`config.mk`:
```
export PLATFORM = sky130hd
export DESIGN_NAME = xfer_desc_retire
export DESIGN_NICKNAME = d
export VERILOG_FILES = /design/src/rtl/xdr_pkg.sv /design/src/rtl/xdr_beat_plan.sv /design/src/rtl/xdr_link_eval.sv /design/src/rtl/xfer_desc_retire.sv
export SDC_FILE = /design/constraint.sdc
export NUM_CORES = 1
export LEC_CHECK = 0
export CAP_MARGIN = 30
export CORE_ASPECT_RATIO = 0.7
export CORE_MARGIN = 5
export CORE_UTILIZATION = 45
export CTS_CLUSTER_SIZE = 14
export DETAILED_ROUTE_END_ITERATION = 12
export GPL_TIMING_DRIVEN = 0
export PLACE_DENSITY = 0.85
export SLEW_MARGIN = 25
export SYNTH_ARGS = -nofsm -noshare
export SYNTH_HDL_FRONTEND = slang
export SYNTH_SLANG_ARGS = --single-unit
```
`constraint.sdc`:
```
create_clock -name clk -period 6 [get_ports clk]
set_clock_uncertainty 0.2 [all_clocks]
set_input_delay 1.2 -clock clk [delete_from_list [all_inputs] [get_ports clk]]
set_output_delay 1.2 -clock clk [all_outputs]
set_load 0.02 [all_outputs]
```
`src/rtl/xdr_pkg.sv`:
```
package xdr_pkg;

    typedef enum logic [1:0] {
        ST_IDLE = 2'd0,
        ST_RUN  = 2'd1,
        ST_FIN  = 2'd2
    } seq_st_e;

    typedef enum logic [2:0] {
        DS_DW2  = 3'd0,
        DS_DW3  = 3'd1,
        DS_QW0  = 3'd2,
        DS_QW1  = 3'd3,
        DS_QW2  = 3'd4,
        DS_STAT = 3'd5,
        DS_NONE = 3'd6
    } data_sel_e;

    typedef struct packed {
        logic      to_qh;
        logic [3:0] offs;
        logic      write;
        logic      in_burst;
        logic      cont;
        data_sel_e dsel;
    } beat_ctl_t;

    localparam int NUM_BEATS = 7;
    localparam int BEAT_W    = 3;
    localparam logic [BEAT_W-1:0] BEAT_LINK = 3'd5;
    localparam logic [BEAT_W-1:0] BEAT_STAT = 3'd6;

    function automatic beat_ctl_t plan_beat(input logic [BEAT_W-1:0] idx,
                                            input logic burst);
        beat_ctl_t c;
        c = '{to_qh: 1'b0, offs: 4'd0, write: 1'b1, in_burst: 1'b0,
              cont: 1'b0, dsel: DS_NONE};
        case (idx)
            3'd0: begin c.offs = 4'd8;  c.dsel = DS_DW2; c.in_burst = burst; end
            3'd1: begin c.offs = 4'd12; c.dsel = DS_DW3; c.in_burst = burst; c.cont = burst; end
            3'd2: begin c.to_qh = 1'b1; c.offs = 4'd0; c.dsel = DS_QW0; c.in_burst = burst; end
            3'd3: begin c.to_qh = 1'b1; c.offs = 4'd4; c.dsel = DS_QW1; c.in_burst = burst; c.cont = burst; end
            3'd4: begin c.to_qh = 1'b1; c.offs = 4'd8; c.dsel = DS_QW2; c.in_burst = burst; c.cont = burst; end
            3'd5: begin c.offs = 4'd0; c.write = 1'b0; end
            default: begin c.offs = 4'd4; c.dsel = DS_STAT; end
        endcase
        return c;
    endfunction

endpackage

```
`src/rtl/xdr_beat_plan.sv`:
```
module xdr_beat_plan
    import xdr_pkg::*;
#(
    parameter int AW = 32,
    parameter int DW = 32
) (
    input  logic [BEAT_W-1:0] beat_i,
    input  logic              burst_i,
    input  logic [AW-1:0]     dsc_base_i,
    input  logic [AW-1:0]     qh_base_i,
    input  logic [DW-1:0]     stat_i,
    input  logic [DW-1:0]     dw2_i,
    input  logic [DW-1:0]     dw3_i,
    input  logic [DW-1:0]     qw0_i,
    input  logic [DW-1:0]     qw1_i,
    input  logic [DW-1:0]     qw2_i,
    output logic [AW-1:0]     addr_o,
    output logic              write_o,
    output logic              burst_o,
    output logic              seq_o,
    output logic [DW-1:0]     wdata_o
);
    beat_ctl_t ctl;
    logic [AW-1:0] base;

    always_comb begin
        ctl     = plan_beat(beat_i, burst_i);
        base    = ctl.to_qh ? qh_base_i : dsc_base_i;
        addr_o  = base + AW'(ctl.offs);
        write_o = ctl.write;
        burst_o = ctl.in_burst;
        seq_o   = ctl.cont;
        case (ctl.dsel)
            DS_DW2:  wdata_o = dw2_i;
            DS_DW3:  wdata_o = dw3_i;
            DS_QW0:  wdata_o = qw0_i;
            DS_QW1:  wdata_o = qw1_i;
            DS_QW2:  wdata_o = qw2_i;
            DS_STAT: wdata_o = stat_i;
            default: wdata_o = '0;
        endcase
    end
endmodule

```
`src/rtl/xdr_link_eval.sv`:
```
module xdr_link_eval #(
    parameter int AW         = 32,
    parameter int DW         = 32,
    parameter int TERM_BIT   = 0,
    parameter int LINK_ALIGN = 5
) (
    input  logic          clk,
    input  logic          rst,
    input  logic          cap_i,
    input  logic [DW-1:0] rdata_i,
    input  logic          fin_i,
    output logic          next_valid_o,
    output logic          list_end_o,
    output logic [AW-1:0] next_ptr_o
);
    localparam logic [AW-1:0] ALIGN_MASK = ~((AW'(1) << LINK_ALIGN) - AW'(1));

    logic [DW-1:0] link_q;

    always_ff @(posedge clk) begin
        if (rst)        link_q <= '0;
        else if (cap_i) link_q <= rdata_i;
    end

    assign list_end_o   = fin_i &  link_q[TERM_BIT];
    assign next_valid_o = fin_i & ~link_q[TERM_BIT];
    assign next_ptr_o   = AW'(link_q) & ALIGN_MASK;

    p_link_excl_r8: assert property (@(posedge clk) disable iff (rst)
        !(next_valid_o && list_end_o));

    p_link_fin_r8: assert property (@(posedge clk) disable iff (rst)
        (next_valid_o || list_end_o) |=> !(next_valid_o || list_end_o));
endmodule

```
`src/rtl/xfer_desc_retire.sv`:
```
module xfer_desc_retire
    import xdr_pkg::*;
#(
    parameter int AW         = 32,
    parameter int DW         = 32,
    parameter int ACTIVE_BIT = 7,
    parameter int TERM_BIT   = 0,
    parameter int LINK_ALIGN = 5
) (
    input  logic          clk,
    input  logic          rst,
    input  logic          start_i,
    input  logic          burst_mode_i,
    input  logic          ioc_i,
    input  logic [AW-1:0] dsc_base_i,
    input  logic [AW-1:0] qh_base_i,
    input  logic [DW-1:0] dsc_stat_i,
    input  logic [DW-1:0] dsc_w2_i,
    input  logic [DW-1:0] dsc_w3_i,
    input  logic [DW-1:0] qh_w0_i,
    input  logic [DW-1:0] qh_w1_i,
    input  logic [DW-1:0] qh_w2_i,
    output logic          bus_req_o,
    output logic          bus_write_o,
    output logic          bus_burst_o,
    output logic          bus_seq_o,
    output logic [AW-1:0] bus_addr_o,
    output logic [DW-1:0] bus_wdata_o,
    input  logic [DW-1:0] bus_rdata_i,
    input  logic          bus_ready_i,
    output logic          busy_o,
    output logic          irq_o,
    output logic          next_valid_o,
    output logic [AW-1:0] next_ptr_o,
    output logic          list_end_o,
    output logic          start_err_o
);
    localparam logic [DW-1:0] ACTIVE_MASK = DW'(1) << ACTIVE_BIT;

    seq_st_e           st_q;
    logic [BEAT_W-1:0] beat_q;
    logic              burst_q, ioc_q, err_q;
    logic [AW-1:0]     dsc_base_q, qh_base_q;
    logic [DW-1:0]     stat_q, dw2_q, dw3_q, qw0_q, qw1_q, qw2_q;
    logic              accept, beat_done, link_cap;

    assign accept    = (st_q == ST_IDLE) && start_i;
    assign beat_done = (st_q == ST_RUN) && bus_ready_i;
    assign link_cap  = beat_done && (beat_q == BEAT_LINK);

    always_ff @(posedge clk) begin
        if (rst) begin
            st_q   <= ST_IDLE;
            beat_q <= '0;
            err_q  <= 1'b0;
        end else begin
            err_q <= start_i && (st_q != ST_IDLE);
            case (st_q)
                ST_IDLE: if (accept) begin
                    st_q   <= ST_RUN;
                    beat_q <= '0;
                end
                ST_RUN: if (beat_done) begin
                    if (beat_q == BEAT_STAT) st_q <= ST_FIN;
                    else                     beat_q <= beat_q + 1'b1;
                end
                default: st_q <= ST_IDLE;
            endcase
        end
    end

    always_ff @(posedge clk) begin
        if (rst) begin
            burst_q    <= 1'b0;
            ioc_q      <= 1'b0;
            dsc_base_q <= '0;
            qh_base_q  <= '0;
            stat_q     <= '0;
            dw2_q      <= '0;
            dw3_q      <= '0;
            qw0_q      <= '0;
            qw1_q      <= '0;
            qw2_q      <= '0;
        end else if (accept) begin
            burst_q    <= burst_mode_i;
            ioc_q      <= ioc_i;
            dsc_base_q <= dsc_base_i;
            qh_base_q  <= qh_base_i;
            stat_q     <= dsc_stat_i & ~ACTIVE_MASK;
            dw2_q      <= dsc_w2_i;
            dw3_q      <= dsc_w3_i;
            qw0_q      <= qh_w0_i;
            qw1_q      <= qh_w1_i;
            qw2_q      <= qh_w2_i;
        end
    end

    xdr_beat_plan #(.AW(AW), .DW(DW)) i_plan (
        .beat_i     (beat_q),
        .burst_i    (burst_q),
        .dsc_base_i (dsc_base_q),
        .qh_base_i  (qh_base_q),
        .stat_i     (stat_q),
        .dw2_i      (dw2_q),
        .dw3_i      (dw3_q),
        .qw0_i      (qw0_q),
        .qw1_i      (qw1_q),
        .qw2_i      (qw2_q),
        .addr_o     (bus_addr_o),
        .write_o    (bus_write_o),
        .burst_o    (bus_burst_o),
        .seq_o      (bus_seq_o),
        .wdata_o    (bus_wdata_o)
    );

    xdr_link_eval #(.AW(AW), .DW(DW), .TERM_BIT(TERM_BIT), .LINK_ALIGN(LINK_ALIGN)) i_link (
        .clk          (clk),
        .rst          (rst),
        .cap_i        (link_cap),
        .rdata_i      (bus_rdata_i),
        .fin_i        (st_q == ST_FIN),
        .next_valid_o (next_valid_o),
        .list_end_o   (list_end_o),
        .next_ptr_o   (next_ptr_o)
    );

    assign bus_req_o   = (st_q == ST_RUN);
    assign busy_o      = (st_q != ST_IDLE);
    assign irq_o       = (st_q == ST_FIN) && ioc_q;
    assign start_err_o = err_q;

    p_hold_beat_r6: assert property (@(posedge clk) disable iff (rst)
        (bus_req_o && !bus_ready_i) |=> (bus_req_o && $stable(bus_addr_o) &&
                                        $stable(bus_write_o) && $stable(bus_wdata_o)));

    p_irq_pulse_r7: assert property (@(posedge clk) disable iff (rst)
        irq_o |=> !irq_o);

    p_irq_after_stat_r4: assert property (@(posedge clk) disable iff (rst)
        $rose(irq_o) |-> $past(bus_req_o && bus_write_o && bus_ready_i));

    p_req_busy_r9: assert property (@(posedge clk) disable iff (rst)
        bus_req_o |-> busy_o);

    p_err_busy_r10: assert property (@(posedge clk) disable iff (rst)
        start_err_o |-> $past(busy_o));
endmodule

```
==> impl_metrics.py, run 1 <==
metrics = {
    "layout": {
        "final_cell_count_no_fill": 2535,
        "layout-drive-gt1-share_pct": 6.69,
        "num-nets-final": 2436,
        "nFillCells": 2510,
        "synthToLayoutAreaGrowth_pct": 42.7,
    },
    "grt": {
        "antenna_found_initial": 6,
        "gr-usage-all-layers_pct": 31.9,
        "grt_max_degree": 29,
        "overflow": 0,
        "grt_pass1_wl_mm": 81.2,
        "grt_pass1_vias": 13900,
    },
    "worst_hold_path": {
        "min_path_type": "reg2reg",
        "hold_start": "dw3_q[1]",
        "hold_depth": 2,
        "hold_path_end": "dw3_q[1]",
    },
    "sta": {
        "tightest_slew_ps": 954,
        "hold_violations": 0,
        "slew_violations": 0,
        "rsz0062_at_grt": "yes",
        "fin_crit_sh_pct": 97.5,
        "setup-violations-final": 0,
        "fin_crit_ps": 5850,
        "whs_ps": 254,
        "maxClockFrequency_ghz": 0.171,
        "slew_headroom_pct": 36.4,
        "fin_ws_ps": 148,
        "timing.setup.tns_ps": 0,
    },
    "placement": {
        "gp_congestion": 1.01,
        "place_inst": 2478,
        "port_buffers": 387,
        "place_ws_ps": -721,
        "dpl.hpwl_mm": 42.9,
    },
    "route": {
        "num_vias": 14300,
        "wl_per_cell_um": 21.7,
        "final_antenna_net_count": 0,
        "drtIter0Drc": 1580,
        "drt-vias-per-instance": 5.65,
        "drc_errors": 0,
        "firstDrtPassIters": 6,
        "drt_wl_total_mm": 55.1,
    },
    "yosys": {
        "synth_common_cells": "nand2_1 (632), a21oi_1 (302), dfxtp_1 (291)",
        "syn_avg_cell_area_um2": 7.66,
        "ys_seq_area_share_pct": 44.6,
        "syn-cell-area_um2": 13100,
        "async_flop_share_pct": 0,
        "synth_area_leaders": "dfxtp_1 (45%), nand2_1 (18%), a21oi_1 (12%)",
        "synth_cell_types": 54,
        "synth_ff_type": "dfxtp_1",
        "synth.most_common_cell": "nand2_1",
        "yosysTopAreaCellShare_pct": 44.6,
        "synth_top_area_cell": "dfxtp_1",
        "yosys_warnings": 0,
        "netlist_instances": 1707,
        "ys_seq_elements": 291,
        "synth_edf_count": 0,
    },
    "worst_setup_path": {
        "r2r_end": "qw2_q[25]",
        "r2r_start": "st_q[0]",
        "critical_path_class": "reg2out",
        "cp-start-kind": "flip-flop",
        "reg2reg_depth": 8,
        "crit_path_end_kind": "output port",
        "worstPathMaxFanout": 10,
        "reg2reg_slack_ps": 2870,
        "cp.arrival_ps": 4450,
        "crit_required_ps": 4600,
    },
    "clock_tree": {
        "h-tree-depth": 1,
        "cts.path.max_buffers": 3,
        "cts_buffers": 30,
        "root_buffer": "clkbuf_16",
        "cts_tree": "yes",
        "clk_pin_slew_ps": 60,
        "worstSkewPairLatency_ps": 550,
        "clock-sinks": 291,
    },
    "die": {
        "core-area_um2": 28800,
        "die_height_um": 153,
        "start_util_pct": 45.4,
        "dieWidth_um": 214,
        "io_pins": 399,
        "die_area_um2": 32600,
        "num_rows": 52,
    },
    "power_and_ir_drop": {
        "leakage_nw": 7.06,
        "ir_drop_v": 0.000220,
        "cellPowerDensity_nw_per_um2": 266,
    },
    "run_status": {
        "status": "finished, final reports clean",
    },
    "flow_run": {
        "maxCapViolCount": 0,
    },
}
==> stage by stage <==
stage	total power, mW	cell area [um2]	util [%]
finish	4.95	18600	64.8
global route	5.12	18600	64.8
CTS	4.94	18500	64.5
detailed placement	2.99	17500	60.7
global placement	2.97	17400	60.6
floorplan	2.53	13100	-
==> placed cells by master (no fill, tap or decap), drive strengths merged, types with 7 or more instances in the layout <==
master,instances
nand3,17
mux2i,67
nand2,632
o221ai,18
dfxtp,291
mux2,20
xor2,11
dlygate4sd2,13
nor3,11
a21oi,302
xnor2,31
clkdlybuf4s50,365
ha,7
nand4,18
inv,11
o21ai,11
buf,64
clkbuf,140
a222oi,27
nor2,30
==> critical path, stage by stage, from the launching register on <==
cell and delay, ps:
dfxtp_2 360, inv_1 80, ha_1 190, buf_2 170, mux2_4 320, or2_1 210
buf_4 170, buf_4 190, buf_4 190, nand2_1 90, nand2_2 90, ha_4 280
a21o_4 170, and3_4 220, nand4_1 220, buf_4 250, a211oi_4 240, xnor2_1 90
mux2i_1 180, buf_4 180
==> report_power, final <==
group          total, mW  switching [mW]  internal, mW  leakage, nW
Combinational      0.837           0.457         0.380         4.17
Sequential          2.13          0.0895          2.04         2.39
Clock               1.98           0.774          1.21        0.504
==> state kept, by name, summed over array words and instances (netlist names) <==
signal,flops
dsc_base_q,32
dw2_q,32
dw3_q,32
qh_base_q,32
qw0_q,32
qw1_q,32
qw2_q,32
stat_q,31
i_link.link_q,28
beat_q,3
st_q,2
burst_q,1
ioc_q,1
start_err_o,1
==> metal layers <==
metal	part of all wire, %	wire length (um)	track usage, %
met3	13	6900	9.41
met1	41	22700	44.1
met2	42	23400	47.5
met4	3.9	2130	11.3
met5	0.024	13	0
==> area by class of cell <==
| cell class | instances | area (um2) | area share, % |
|---|---|---|---|
| multi-input cells | 1253 | 6600 | 35.4 |
| flip-flops and latches | 291 | 5830 | 31.2 |
| repair buffers | 394 | 3920 | 21.0 |
| clock buffers | 42 | 867 | 4.65 |
| plain buffers | 153 | 742 | 3.98 |
| well taps | 378 | 473 | 2.54 |
| clock inverters | 8 | 168 | 0.899 |
| inverters | 11 | 41.3 | 0.221 |
| diodes | 5 | 12.5 | 0.0671 |
==> how the worst max path moves through the flow <==
stage,to,from,slack [ps]
global route,bus_addr_o[31],beat_q[0],-70
floorplan,bus_addr_o[31],beat_q[0],820
global placement,bus_addr_o[31],beat_q[0],-620
CTS,bus_addr_o[31],beat_q[0],10
finish,bus_addr_o[31],beat_q[0],150
detailed placement,bus_addr_o[31],beat_q[0],-720
==> cells by family after synthesis <==
logic type      synth area share, %
simple gates                   22.7
fa+ha+maj                     0.823
buf+inv                        5.86
xor+xnor                       2.81
compound gates                 16.3
other cells                  0.0287
mux                            6.88
flops                          44.6
==> repair_timing <==
item | CTS | global route
hold buffers | 0 | 0
endpoints found under the setup margin | 28 | 23
pin swaps | 3 | 2
gates resized for setup | 54 | 21
setup buffers | 3 | 0
Note: power is estimated with default switching activity, not from simulation.
==> run 2, diff against run 1 <==
SYNTH_HIERARCHICAL = 1   (was default)
==> run 2 against run 1 <==
Largest power group unchanged. Clock-buffer cell count unchanged. Sequential share of layout area down 0.37 points. Sequential power about the same. Utilization shrank 0.11 points. Clock power is 5% lower. Via count is 3.9% lower. Critical path depth down 8. Power down 4.2%. Largest cell class unchanged. Synthesized cell count decreased by 3.2%. Routed wire length decreased by 7.9%.
==> impl_metrics.py, run 2 <==
metrics = {
    "run_status": {
        "status": "finished, final reports clean",
    },
    "worst_setup_path": {
        "worstPathMaxFanout": 10,
        "cp-start-kind": "flip-flop",
        "cp.arrival_ps": 4430,
        "startpoint": "beat_q[1]",
        "critical_path.cell_chain": "buf_6, clkbuf_2, clkbuf_1, a21oi_1, ha_1, a21oi_1, a21oi_1, nand4_4, nor4_2, xnor2_1, clkdlybuf4s50_1",
        "r2r_start": "st_q[1]",
        "crit_path_end_kind": "output port",
        "crit_required_ps": 4600,
        "cp.buffers_inverters": 4,
        "cp_common_cell": "a21oi_1",
        "reg2reg_slack_ps": 3740,
        "worst_path_largest_cell_delay_ps": 630,
        "critical_path_class": "reg2out",
        "cp_top_family": "buffers and inverters",
        "slowest_stage": "clkdlybuf4s50_1",
    },
    "yosys": {
        "synth_top_area_cell": "dfxtp_1",
        "syn-cell-area_um2": 13400,
        "synth_ff_type": "dfxtp_1",
        "ys_seq_elements": 291,
        "ys_seq_area_share_pct": 43.4,
        "yosysTopAreaCellShare_pct": 43.4,
        "synth_area_leaders": "dfxtp_1 (43%), nand2_1 (15%), a21oi_1 (11%)",
        "synth_edf_count": 0,
        "synth_cell_types": 62,
        "synth.most_common_cell": "nand2_1",
        "yosys_warnings": 6,
        "syn_avg_cell_area_um2": 8.11,
        "synth_common_cells": "nand2_1 (549), a21oi_1 (297), dfxtp_1 (291)",
        "async_flop_share_pct": 0,
        "netlist_instances": 1653,
    },
    "route": {
        "drc_errors": 0,
        "firstDrtPassIters": 5,
        "drt-vias-per-instance": 5.55,
        "num_vias": 13800,
        "final_antenna_net_count": 0,
        "wl_per_cell_um": 20.5,
        "drtIter0Drc": 1417,
        "drt_wl_total_mm": 50.8,
    },
    "layout": {
        "final_cell_mix": "nand2_1 (549), clkdlybuf4s50_1 (369), a21oi_1 (297)",
        "final_common_cell": "nand2_1",
        "layout-drive-gt1-share_pct": 10.3,
        "nFillCells": 2461,
        "final_cell_count_no_fill": 2479,
        "postLayoutCellArea_um2": 18900,
        "num-nets-final": 2376,
        "synthToLayoutAreaGrowth_pct": 40.7,
    },
    "sta": {
        "fin_crit_sh_pct": 97.1,
        "fin_ws_ps": 172,
        "rsz0062_at_grt": "no",
        "slew_headroom_pct": 32.4,
        "tightest_slew_ps": 1010,
        "maxClockFrequency_ghz": 0.172,
        "slew_violations": 0,
        "fin_crit_ps": 5830,
        "setup-violations-final": 0,
        "hold_violations": 0,
    },
    "flow_run": {
        "maxCapViolCount": 0,
    },
    "clock_tree": {
        "cts.path.max_buffers": 3,
        "cts_tree": "yes",
        "h-tree-depth": 1,
        "cts_buffers": 29,
        "worstSkewPairLatency_ps": 560,
        "clk_pin_slew_ps": 60,
        "clock-sinks": 291,
        "root_buffer": "clkbuf_16",
    },
    "grt": {
        "grt_pass1_wl_mm": 76.0,
        "grt_max_degree": 16,
        "gr-usage-all-layers_pct": 28.8,
        "antenna_found_initial": 9,
        "grt_pass1_vias": 13600,
        "overflow": 0,
    },
    "placement": {
        "port_buffers": 388,
        "dpl-instance-area_um2": 17800,
        "place_ws_ps": -184,
        "dpl.hpwl_mm": 39.0,
        "gp_congestion": 0.954,
        "place_inst": 2424,
    },
    "worst_hold_path": {
        "min_path_type": "reg2reg",
        "hold_start": "qw0_q[3]",
    },
    "die": {
        "start_util_pct": 46.0,
        "core-area_um2": 29100,
        "dieWidth_um": 216,
        "io_pins": 399,
        "die_area_um2": 33400,
        "die_height_um": 154,
        "num_rows": 52,
    },
    "power_and_ir_drop": {
        "cellPowerDensity_nw_per_um2": 251,
        "total_power_mw": 4.74,
        "leakage_nw": 7.04,
        "ir_drop_v": 0.000176,
    },
}
-- run 2: kinds of logic (layout without fill, tap and decap cells) --
| group | after synthesis | in the layout | synth area share [%] |
|---|---|---|---|
| simple gates | 714 | 714 | 22.0 |
| compound gates | 361 | 361 | 14.5 |
| flops | 291 | 291 | 43.4 |
| buf+inv | 169 | 608 | 8.38 |
| mux | 83 | 83 | 9.23 |
| xor+xnor | 27 | 27 | 1.76 |
| fa+ha+maj | 6 | 6 | 0.616 |
| other cells | 2 | 11 | 0.0560 |
-- run 2: final timing paths --
check / end / cells after the start
setup / recovery: bus_addr_o[15] / 11
hold / removal: qw0_q[3] / 2
setup reg to reg: qw1_q[12] / 6
hold reg to reg: qw0_q[3] / 2
-- run 2: power by group --
group | switching [mW] | internal, mW
clock | 0.786 | 1.11
combinational | 0.381 | 0.373
sequential | 0.0666 | 2.03
-- run 2: timing repair --
action | CTS | global route
pin swaps | 0 | 0
buffers inserted | 1 | 0
setup endpoints to repair | 25 | 16
resized for setup | 45 | 4
cloned | 0 | 0
hold buffers | 0 | 0
-- run 2: tightest hold or removal path, delay by kind of cell, from the launching register on --
family / cells / cell delay, ps
AND/OR/NAND/NOR: 1 / 50
AO/OA/AOI/OAI: 1 / 50
flip-flops: 1 / 310
-- run 2: layout make-up --
class / count / area, um2 / share of cell area, %
clock buffer: 42 / 845 / 4.48
antenna: 5 / 12.5 / 0.0663
sequential: 291 / 5830 / 30.9
tap: 378 / 473 / 2.51
buffer: 157 / 1100 / 5.81
timing repair buffer: 390 / 3890 / 20.6
multi-input combinational: 1197 / 6550 / 34.7
inverter: 10 / 37.5 / 0.199
clock inverter: 9 / 140 / 0.743
-- run 2: routing by layer --
layer | wire length, um | part of all wire, % | GRT usage, % | vias to the layer above
met1 | 19500 | 38 | 35.9 | 6445
li1 | - | - | - | 6358
met3 | 5060 | 10 | 6.78 | 128
met2 | 24300 | 48 | 49.3 | 817
met5 | 49 | 0.097 | 0 | -
met4 | 1820 | 3.6 | 9.93 | 8
-- run 2: metrics by stage --
stage                     util (%)  setup TNS (ps)  hold WS (ps)
final                         64.7               0           253
after global routing          64.7               0           270
after CTS                     64.7               0           255
after detailed placement      61.1            -609           246
after global placement        61.0            -425           238
after floorplan                  -               0           232
